===== src/rtl/owire_pkg.sv =====
package owire_pkg;

  localparam int US_W = 10;

  localparam logic [1:0] KIND_WRITE = 2'b00;
  localparam logic [1:0] KIND_TOUCH = 2'b01;
  localparam logic [1:0] KIND_READ  = 2'b10;
  localparam logic [1:0] KIND_RESET = 2'b11;

  typedef enum logic [1:0] {SLOT_W0, SLOT_W1, SLOT_RD, SLOT_RST} slot_e;
  typedef enum logic [1:0] {ST_IDLE, ST_LOW, ST_REL, ST_TAIL} state_e;

  function automatic slot_e decode_req(input logic [1:0] kind, input logic b);
    case (kind)
      KIND_WRITE: return b ? SLOT_W1 : SLOT_W0;
      KIND_TOUCH: return b ? SLOT_RD : SLOT_W0;
      KIND_READ:  return SLOT_RD;
      default:    return SLOT_RST;
    endcase
  endfunction

  function automatic logic [US_W-1:0] low_us(input slot_e s);
    case (s)
      SLOT_W0: return US_W'(60);
      SLOT_W1: return US_W'(6);
      SLOT_RD: return US_W'(6);
      default: return US_W'(500);
    endcase
  endfunction

  function automatic logic [US_W-1:0] rel_us(input slot_e s);
    case (s)
      SLOT_W0: return US_W'(10);
      SLOT_W1: return US_W'(64);
      SLOT_RD: return US_W'(9);
      default: return US_W'(70);
    endcase
  endfunction

  function automatic logic [US_W-1:0] tail_us(input slot_e s);
    case (s)
      SLOT_RD:  return US_W'(55);
      SLOT_RST: return US_W'(430);
      default:  return US_W'(0);
    endcase
  endfunction

  function automatic logic has_sample(input slot_e s);
    return (s == SLOT_RD) || (s == SLOT_RST);
  endfunction

endpackage


===== src/rtl/owire_us_tick.sv =====
module owire_us_tick #(
  parameter int PW = 8
) (
  input  logic          clk,
  input  logic          rst,
  input  logic          restart,
  input  logic [PW-1:0] period,
  output logic          tick
);
  logic [PW-1:0] pre_q;
  logic [PW-1:0] last;

  assign last = PW'(period - PW'(1));
  assign tick = (pre_q == last);

  always_ff @(posedge clk) begin
    if (rst || restart) pre_q <= '0;
    else if (tick)      pre_q <= '0;
    else                pre_q <= PW'(pre_q + PW'(1));
  end


  pre_range_chk: assert property (@(posedge clk) disable iff (rst)
    (period != '0) |-> (pre_q < period));

endmodule


===== src/rtl/owire_phase_cnt.sv =====
module owire_phase_cnt #(
  parameter int W = 10
) (
  input  logic         clk,
  input  logic         rst,
  input  logic         load,
  input  logic [W-1:0] load_val,
  input  logic         tick,
  output logic         expire
);
  logic [W-1:0] rem_q;

  assign expire = tick && (rem_q == W'(1));

  always_ff @(posedge clk) begin
    if (rst)                         rem_q <= '0;
    else if (load)                   rem_q <= load_val;
    else if (tick && rem_q != '0)    rem_q <= W'(rem_q - W'(1));
  end


  rem_hold_chk: assert property (@(posedge clk) disable iff (rst)
    (rem_q == '0 && !load) |=> (rem_q == '0));

endmodule


===== src/rtl/owire_slot_timer.sv =====
module owire_slot_timer
  import owire_pkg::*;
#(
  parameter int CLKS_PER_US = 48,
  parameter int SCALE_W     = 4
) (
  input  logic               clk,
  input  logic               rst,
  input  logic [SCALE_W-1:0] scale,
  input  logic               req_valid,
  input  logic [1:0]         req_kind,
  input  logic               req_bit,
  output logic               busy,
  output logic               done,
  output logic               result,
  output logic               bus_oe,
  input  logic               bus_in
);
  localparam int PW = $clog2(CLKS_PER_US + 1) + SCALE_W;

  function automatic logic [PW-1:0] unit_clocks(input logic [SCALE_W-1:0] s);
    logic [SCALE_W-1:0] eff;
    eff = (s == '0) ? SCALE_W'(1) : s;
    return PW'(PW'(CLKS_PER_US) * PW'(eff));
  endfunction

  state_e          state_q;
  slot_e           slot_q;
  slot_e           slot_d;
  logic [PW-1:0]   period_q;
  logic            sample_q;
  logic            done_q;
  logic            result_q;

  logic            tick;
  logic            expire;
  logic            phase_end;
  logic            accept;
  logic            sample_evt;
  logic            finish;
  logic            line_bit;
  logic            load;
  logic [US_W-1:0] load_val;

  assign slot_d     = decode_req(req_kind, req_bit);
  assign accept     = (state_q == ST_IDLE) && req_valid;
  assign phase_end  = expire && (state_q != ST_IDLE);
  assign sample_evt = phase_end && (state_q == ST_REL) && has_sample(slot_q);
  assign finish     = phase_end && ((state_q == ST_TAIL) ||
                      ((state_q == ST_REL) && (tail_us(slot_q) == '0)));
  assign line_bit   = has_sample(slot_q) ? bus_in : 1'b0;

  always_comb begin
    load     = 1'b0;
    load_val = '0;
    if (accept) begin
      load     = 1'b1;
      load_val = low_us(slot_d);
    end else if (phase_end && state_q == ST_LOW) begin
      load     = 1'b1;
      load_val = rel_us(slot_q);
    end else if (phase_end && state_q == ST_REL && !finish) begin
      load     = 1'b1;
      load_val = tail_us(slot_q);
    end
  end

  owire_us_tick #(.PW(PW)) u_tick (
    .clk     (clk),
    .rst     (rst),
    .restart (accept),
    .period  (period_q),
    .tick    (tick)
  );

  owire_phase_cnt #(.W(US_W)) u_phase (
    .clk      (clk),
    .rst      (rst),
    .load     (load),
    .load_val (load_val),
    .tick     (tick),
    .expire   (expire)
  );

  always_ff @(posedge clk) begin
    if (rst) begin
      state_q  <= ST_IDLE;
      slot_q   <= SLOT_W0;
      period_q <= '0;
      sample_q <= 1'b0;
      done_q   <= 1'b0;
      result_q <= 1'b0;
    end else begin
      done_q <= 1'b0;
      case (state_q)
        ST_IDLE: if (accept) begin
          state_q  <= ST_LOW;
          slot_q   <= slot_d;
          period_q <= unit_clocks(scale);
        end
        ST_LOW: if (phase_end) state_q <= ST_REL;
        ST_REL: if (phase_end) begin
          sample_q <= line_bit;
          if (finish) begin
            state_q  <= ST_IDLE;
            done_q   <= 1'b1;
            result_q <= line_bit;
          end else begin
            state_q <= ST_TAIL;
          end
        end
        default: if (phase_end) begin
          state_q  <= ST_IDLE;
          done_q   <= 1'b1;
          result_q <= sample_q;
        end
      endcase
    end
  end

  assign busy   = (state_q != ST_IDLE);
  assign bus_oe = (state_q == ST_LOW);
  assign done   = done_q;
  assign result = result_q;


  oe_in_slot_chk: assert property (@(posedge clk) disable iff (rst)
    bus_oe |-> busy);


  done_after_busy_chk: assert property (@(posedge clk) disable iff (rst)
    done |-> (!busy && $past(busy)));


  write_result_zero_chk: assert property (@(posedge clk) disable iff (rst)
    (done && !has_sample(slot_q)) |-> !result);


  slot_frozen_chk: assert property (@(posedge clk) disable iff (rst)
    (busy && !finish) |=> ($stable(slot_q) && $stable(period_q)));


  sample_in_release_chk: assert property (@(posedge clk) disable iff (rst)
    sample_evt |-> (!bus_oe && busy));

endmodule


===== config.mk =====
export PLATFORM = sky130hd
export DESIGN_NAME = owire_slot_timer
export DESIGN_NICKNAME = d
export VERILOG_FILES = /design/src/rtl/owire_pkg.sv /design/src/rtl/owire_us_tick.sv /design/src/rtl/owire_phase_cnt.sv /design/src/rtl/owire_slot_timer.sv
export SDC_FILE = /design/constraint.sdc
export NUM_CORES = 1
export LEC_CHECK = 0
export BUFFER_PORTS_ARGS = -buffer_cell sky130_fd_sc_hd__buf_2
export CORE_MARGIN = 3
export CORE_UTILIZATION = 55
export CTS_CLUSTER_DIAMETER = 50
export DETAILED_ROUTE_END_ITERATION = 8
export PLACE_DENSITY = 0.74
export SYNTH_ARGS = -nofsm -noshare
export SYNTH_HDL_FRONTEND = slang
export SYNTH_SLANG_ARGS = --single-unit

===== constraint.sdc =====
create_clock -name clk -period 4.55 [get_ports clk]
set_input_delay 0.91 -clock clk [delete_from_list [all_inputs] [get_ports clk]]
set_output_delay 0.91 -clock clk [all_outputs]
set_load 0.05 [all_outputs]

Word level (Yosys, flattened, before mapping)
Cells that the tools add are included.
{"block": "totals", "mem_count": 0, "output_inout_bits": 4, "in_bits": 11, "mem_bits_ro": 0, "latch_bits": 0, "elab_cells": 89, "ram_bits": 0, "register_bits": 33}
{"block": "classes", "eq_ne": 16, "mul": 1, "n_bitwise": 1, "n_shift": 0, "muxes": 30, "add_sub_neg": 3, "reduce_logical": 30, "div": 0, "order_cmp": 0}
{"operator": "10-bit 2-to-1 mux", "n": 4}
{"operator": "9-bit case mux with 2 select lines", "n": 2}
{"operator": "7-bit case mux with 3 select lines", "n": 1}
{"operator": "10-bit by 1-bit subtractor with 10-bit output (second input constant)", "n": 2}
{"operator": "2-bit equality test (second input constant)", "n": 6}
{"operator": "2-bit 2-to-1 mux", "n": 6}
{"operator": "2-bit case mux with 3 select lines", "n": 2}
{"operator": "1-bit 2-to-1 mux", "n": 11}
{"operator": "10-bit by 1-bit adder with 10-bit output (second input constant)", "n": 1}
{"operator": "10-bit by 1-bit equality test with 1-bit output (second input constant)", "n": 1}
{"operator": "10-bit equality test", "n": 1}
{"operator": "10-bit zero test", "n": 1}
{"operator": "10-bit nonzero test", "n": 1}
{"operator": "1-bit logical AND", "n": 9}
{"operator": "9-bit 2-to-1 mux", "n": 1}
{"operator": "2-bit by 1-bit equality test with 1-bit output (second input constant)", "n": 4}
{"operator": "2-bit zero test", "n": 4}
{"operator": "2-bit by 4-bit multiplier with 6-bit output (first input constant)", "n": 1}
{"operator": "2-bit nonzero test", "n": 3}
{"operator": "2-bit OR reduction", "n": 3}
{"operator": "4-bit zero test", "n": 1}
{"operator": "4-bit 2-to-1 mux", "n": 1}
{"operator": "2-bit by 1-bit inequality test with 1-bit output (second input constant)", "n": 2}
{"operator": "2-bit inequality test (second input constant)", "n": 2}
{"operator": "other kinds (7)", "n": 11}

Depth between registers and ports, before layout
{"block": "logic_depth", "depth_word": 12, "depth_mapped": 9, "mapped_depth_nobuf": 8}

Cells and area by module
Synthesis repeated with hierarchy kept, for this count alone.
{"block": "unflattened", "cells_unflattened": 294, "area_unflattened_um2": 2471.1}
{"module": "owire_slot_timer", "cells_each": 121, "seq_area_each_um2": 260.2, "area_each_um2": 964.7, "instances": 1}
{"module": "owire_us_tick", "cells_each": 96, "seq_area_each_um2": 200.2, "area_each_um2": 797.0, "instances": 1}
{"module": "owire_phase_cnt", "cells_each": 77, "seq_area_each_um2": 200.2, "area_each_um2": 709.4, "instances": 1}

Least setup slack after synthesis
OpenSTA, ideal clock, no wires.
{"block": "synth_timing", "path_type": "reg-to-reg", "start": "register period_q[4]", "end": "register u_phase.rem_q[7]", "stages_incl_launch_ff": 7, "setup_slack_ns": 2.219, "required_time_ns": 4.447, "arrival_ns": 2.228, "n_path_buf": 0, "setup_time_ns": 0.103, "period_less_slack_ns": 2.331, "cell_sequence": "dfxtp_1 or3_1 or4_4 a211oi_4 a21oi_2 or2_1 a222oi_1"}
{"block": "synth_via", "elab_chain_len": 11, "elab_cells_between_ends": 18, "classes_between": "1 x add/sub; 1 x eq/ne; 7 x mux; 9 x reduce/logical"}
{"element": "start: declaration", "line": "owire_slot_timer.sv:30", "source": "logic [PW-1:0] period_q;"}
{"element": "start signal: assignment", "line": "owire_slot_timer.sv:99", "source": "period_q <= unit_clocks(scale);"}
{"element": "10-bit by 1-bit subtractor with 10-bit output (*)", "line": "owire_us_tick.sv:13", "source": "assign last = PW'(period - PW'(1));"}
{"element": "10-bit equality test (*)", "line": "owire_us_tick.sv:14", "source": "assign tick = (pre_q == last);"}
{"element": "1-bit logical AND", "line": "owire_phase_cnt.sv:13", "source": "assign expire = tick && (rem_q == W'(1));"}
{"element": "1-bit logical AND", "line": "owire_slot_timer.sv:47", "source": "assign phase_end = expire && (state_q != ST_IDLE);"}
{"element": "1-bit logical AND", "line": "owire_slot_timer.sv:49", "source": "assign finish = phase_end && ((state_q == ST_TAIL) ||"}
{"element": "1-bit zero test", "line": "owire_slot_timer.sv:62", "source": "end else if (phase_end && state_q == ST_REL && !finish) begin"}
{"element": "1-bit logical AND", "line": "owire_slot_timer.sv:62"}
{"element": "9-bit 2-to-1 mux or 1-bit 2-to-1 mux (tied branches)", "line": "owire_slot_timer.sv:62"}
{"element": "10-bit 2-to-1 mux or 1-bit 2-to-1 mux (tied branches)", "line": "owire_slot_timer.sv:59", "source": "end else if (phase_end && state_q == ST_LOW) begin"}
{"element": "10-bit 2-to-1 mux or 1-bit 2-to-1 mux (tied branches)", "line": "owire_slot_timer.sv:56", "source": "if (accept) begin"}
{"element": "10-bit 2-to-1 mux or 2-bit nonzero test (tied branches)"}
{"element": "end signal: assignment", "line": "owire_phase_cnt.sv:17", "source": "else if (load) rem_q <= load_val;"}
{"element": "end signal: assignment", "line": "owire_phase_cnt.sv:18", "source": "else if (tick && rem_q != '0) rem_q <= W'(rem_q - W'(1));"}
{"element": "end: declaration", "line": "owire_phase_cnt.sv:11", "source": "logic [W-1:0] rem_q;"}
Mark *: on every way between the ends. The rest lies on a longest branch, timed or not.
A chain may end at the register's enable or synchronous reset.

Worst setup path in the final report
{"block": "layout_timing", "start": "register period_q[4]", "end": "register u_phase.rem_q[3]"}
Same word-level chain as after synthesis.

==> flow_metrics.env <==
export IMPL_status="complete, no violations"
export IMPL_grt_pass1_vias=1722
export IMPL_drv_slew=0
export IMPL_path_buf_inv=1
export IMPL_grt_util_all_layers_pct=22.1
export IMPL_finalHoldViolCount=0
export IMPL_power_density_nw_per_um2=321
export IMPL_yosys_area_top_type="dfxtp_1"
export IMPL_dp_hpwl_um=3390
export IMPL_setup_violations=0
export IMPL_syn_area_um2=2170
export IMPL_synth_top_cell_area_share_pct=30.4
export IMPL_cts_tree="built"
export IMPL_startpoint_type="register"
export IMPL_post_route_min_period_ps=2860
export IMPL_critPathTopFamily="compound AO/OA/AOI/OAI gates"
export IMPL_dr_total_vias=1946
export IMPL_ctsHoldBuffers=0
export IMPL_die_h_um=68.8
export IMPL_rsz0062_at_grt="false"
export IMPL_crit_chain="inv_1 -> ha_1 -> xor2_1 -> o31ai_2 -> nand4_2 -> and3_1 -> o221a_2"
export IMPL_final_antenna_net_count=0
export IMPL_clk_insertion_delay_late_ps=290
export IMPL_antenna_found_initial=0
export IMPL_die_area_um2=4740
export IMPL_synth_nets=297
export IMPL_cp_max_fo=19
export IMPL_synth_edf_count=0
export IMPL_p_leak_nw=0.956
export IMPL_yosys_warnings=0
export IMPL_ios=15
export IMPL_drive_gt1_share_pct=11.3
export IMPL_postCtsSetupBuffers=0
export IMPL_core_rowCount=22
export IMPL_synthTopCellsByArea="dfxtp_1 (30%), ha_1 (9.2%), nor2_1 (5.9%), xnor2_1 (5.6%), a21oi_1 (3.9%)"
export IMPL_cp_end_kind="register"
export IMPL_gp_congestion=0.892
export IMPL_cts_max_level=2
export IMPL_clk_pin_slew_worst_paths_ps=70
export IMPL_wl_per_cell_um=14.1
export IMPL_maxCapViolations=0
export IMPL_drc=0
export IMPL_fillers=336
export IMPL_area_growth_pct=9.34
export IMPL_finClkSkew_ps=8.66
export IMPL_hold_path_class="register to register"
export IMPL_worstPathRequired_ps=4740
export IMPL_cts_resized=0
export IMPL_synth_cells=269
export IMPL_routed_wl_um=4660
export IMPL_ys_types=46
export IMPL_grt_overflow=0
export IMPL_cp_arrival_ps=3040
export IMPL_period_share_pct=62.8
export IMPL_dpl_cell_count=323
export IMPL_grt_max_degree=25
export IMPL_fp_dieW_um=68.8
export IMPL_root_buffer="clkbuf_8"
export IMPL_cts_max_path_buffers=2
export IMPL_initial_utilization_pct=58.0
export IMPL_relSlewSlack_pct=17.1
export IMPL_hold_slack_ps=453
export IMPL_slowest_stage="o31ai_2"
export IMPL_dr_pass1_iters=4
export IMPL_vias_per_cell=5.90
export IMPL_grt_pass1_wl_um=7810
export IMPL_cts_buffers=5
export IMPL_vdd_drop_max_mv=0.216
export IMPL_syn_area_per_cell_um2=8.07
export IMPL_slowest_delay_ps=1020
export IMPL_port_buffers=14
export IMPL_yosysSeqAreaShare_pct=30.4
export IMPL_cts_sink_count=33
export IMPL_fin_setup_tns_ps=0
export IMPL_n_antenna_cell=0
export IMPL_synth_top_flop_cell="dfxtp_1"
export IMPL_critPathKind="register to register"
export IMPL_finalNonFillerCells=330
export IMPL_ys_ff_latch=33
export IMPL_core_um2=3740
export IMPL_fin_nets=310
export IMPL_drt_iter0_drc=244
export IMPL_fmax_mhz=350
export IMPL_tightest_slew_ps=1240
export IMPL_synthArstFlopShare_pct=0
-- cells in the mapped netlist (7+ instances only) --
master,count
dfxtp_1,33
nand4_1,13
a21oi_1,17
o21ai_0,7
and3_1,11
nand2_1,16
clkbuf_1,7
nor2_1,34
inv_1,19
xor2_1,7
a211oi_1,8
xnor2_1,14
ha_1,16
nand3_1,11
-- flip-flops by register name (all words and copies together), names as in the netlist --
name           flops
u_phase.rem_q     10
state_q            2
slot_q             2
sample_q           1
done               1
result             1
u_tick.pre_q      10
period_q           6
-- layout make-up --
class,count,area [um2],area share (%)
clock buffer,5,68.8,2.90
sequential,33,661,27.8
tap,48,60.1,2.53
clock inverter,2,35.0,1.48
multi-input combinational,209,1410,59.3
timing repair buffer,14,70.1,2.95
inverter,19,71.3,3.00
-- where the power goes --
part           internal, mW  switching, mW  leakage, nW
Clock                 0.159          0.108       0.0540
Combinational        0.0616          0.109        0.632
Sequential            0.304         0.0187        0.269
Total                 0.525          0.236        0.956
-- per-layer routing --
| metal | global-route usage [%] | vias to the layer above | routed length, um |
|---|---|---|---|
| met5 | 0 | - | 0 |
| met4 | 7.30 | 0 | 57 |
| met3 | 5.35 | 9 | 263 |
| met2 | 33.1 | 63 | 2100 |
| met1 | 30.9 | 898 | 2240 |
| li1 | - | 976 | - |
-- through the flow --
stage | util (%) | worst slack [ps] | area, um2 | total power, mW
after floorplan | - | 2220 | 2170 | 0.456
after global placement | 60.6 | 1820 | 2270 | 0.494
after detailed placement | 60.6 | 1740 | 2270 | 0.496
after CTS | 63.4 | 1740 | 2370 | 0.762
after global routing | 63.4 | 1430 | 2370 | 0.798
final | 63.4 | 1690 | 2370 | 0.761
-- kinds of logic after synthesis --
group	after synthesis	share of synthesized area [%]
compound gates	52	16.6
flops	33	30.4
buf+inv	27	4.73
simple gates	118	29.2
xor+xnor	21	8.47
mux	1	0.461
fa+ha+maj	17	10.1
-- cell usage in the layout (no fill, tap or decap), types with 2 or more instances in the layout --
master / netlist / layout
a211oi_1: 8 / 8
a21oi_1: 17 / 17
a222oi_1: 2 / 2
and2_1: 4 / 4
and3_1: 11 / 11
buf_2: 1 / 14
clkbuf_8: 0 / 5
dfxtp_1: 33 / 33
ha_1: 16 / 16
inv_1: 19 / 19
nand2_1: 16 / 16
nand2b_1: 4 / 4
nand3_1: 11 / 11
nand4_1: 13 / 13
nor2_1: 34 / 34
nor2b_1: 3 / 3
nor3_1: 6 / 6
nor3b_1: 3 / 3
nor4_1: 2 / 2
o21ai_0: 7 / 7
o22a_1: 2 / 2
o22ai_1: 2 / 2
o31ai_1: 3 / 3
or3_1: 2 / 2
or3b_2: 3 / 3
xnor2_1: 14 / 14
xor2_1: 7 / 7
-- worst paths after layout --
path                              endpoint                        from  depth (start not counted)  slack [ps]
max          u_phase.rem_q[3]$_SDFFE_PP0P_    period_q[4]$_SDFFE_PP0P_                          7        1690
min             u_tick.pre_q[0]$_SDFF_PP0_  u_tick.pre_q[0]$_SDFF_PP0_                          1         450
max reg2reg  u_phase.rem_q[3]$_SDFFE_PP0P_    period_q[4]$_SDFFE_PP0P_                          7        1690
min reg2reg     u_tick.pre_q[0]$_SDFF_PP0_  u_tick.pre_q[0]$_SDFF_PP0_                          1         450
-- worst register-to-register path: cells and delay by family (launching register included) --
kind / cells / cell delay (ps)
XOR/XNOR: 1 / 160
flip-flops: 1 / 410
AO/OA/AOI/OAI: 2 / 1230
AND/OR/NAND/NOR: 2 / 680
adder cells (fa/ha/maj): 1 / 220
buffers and inverters: 1 / 70
Power figures use the tool's default switching activity.
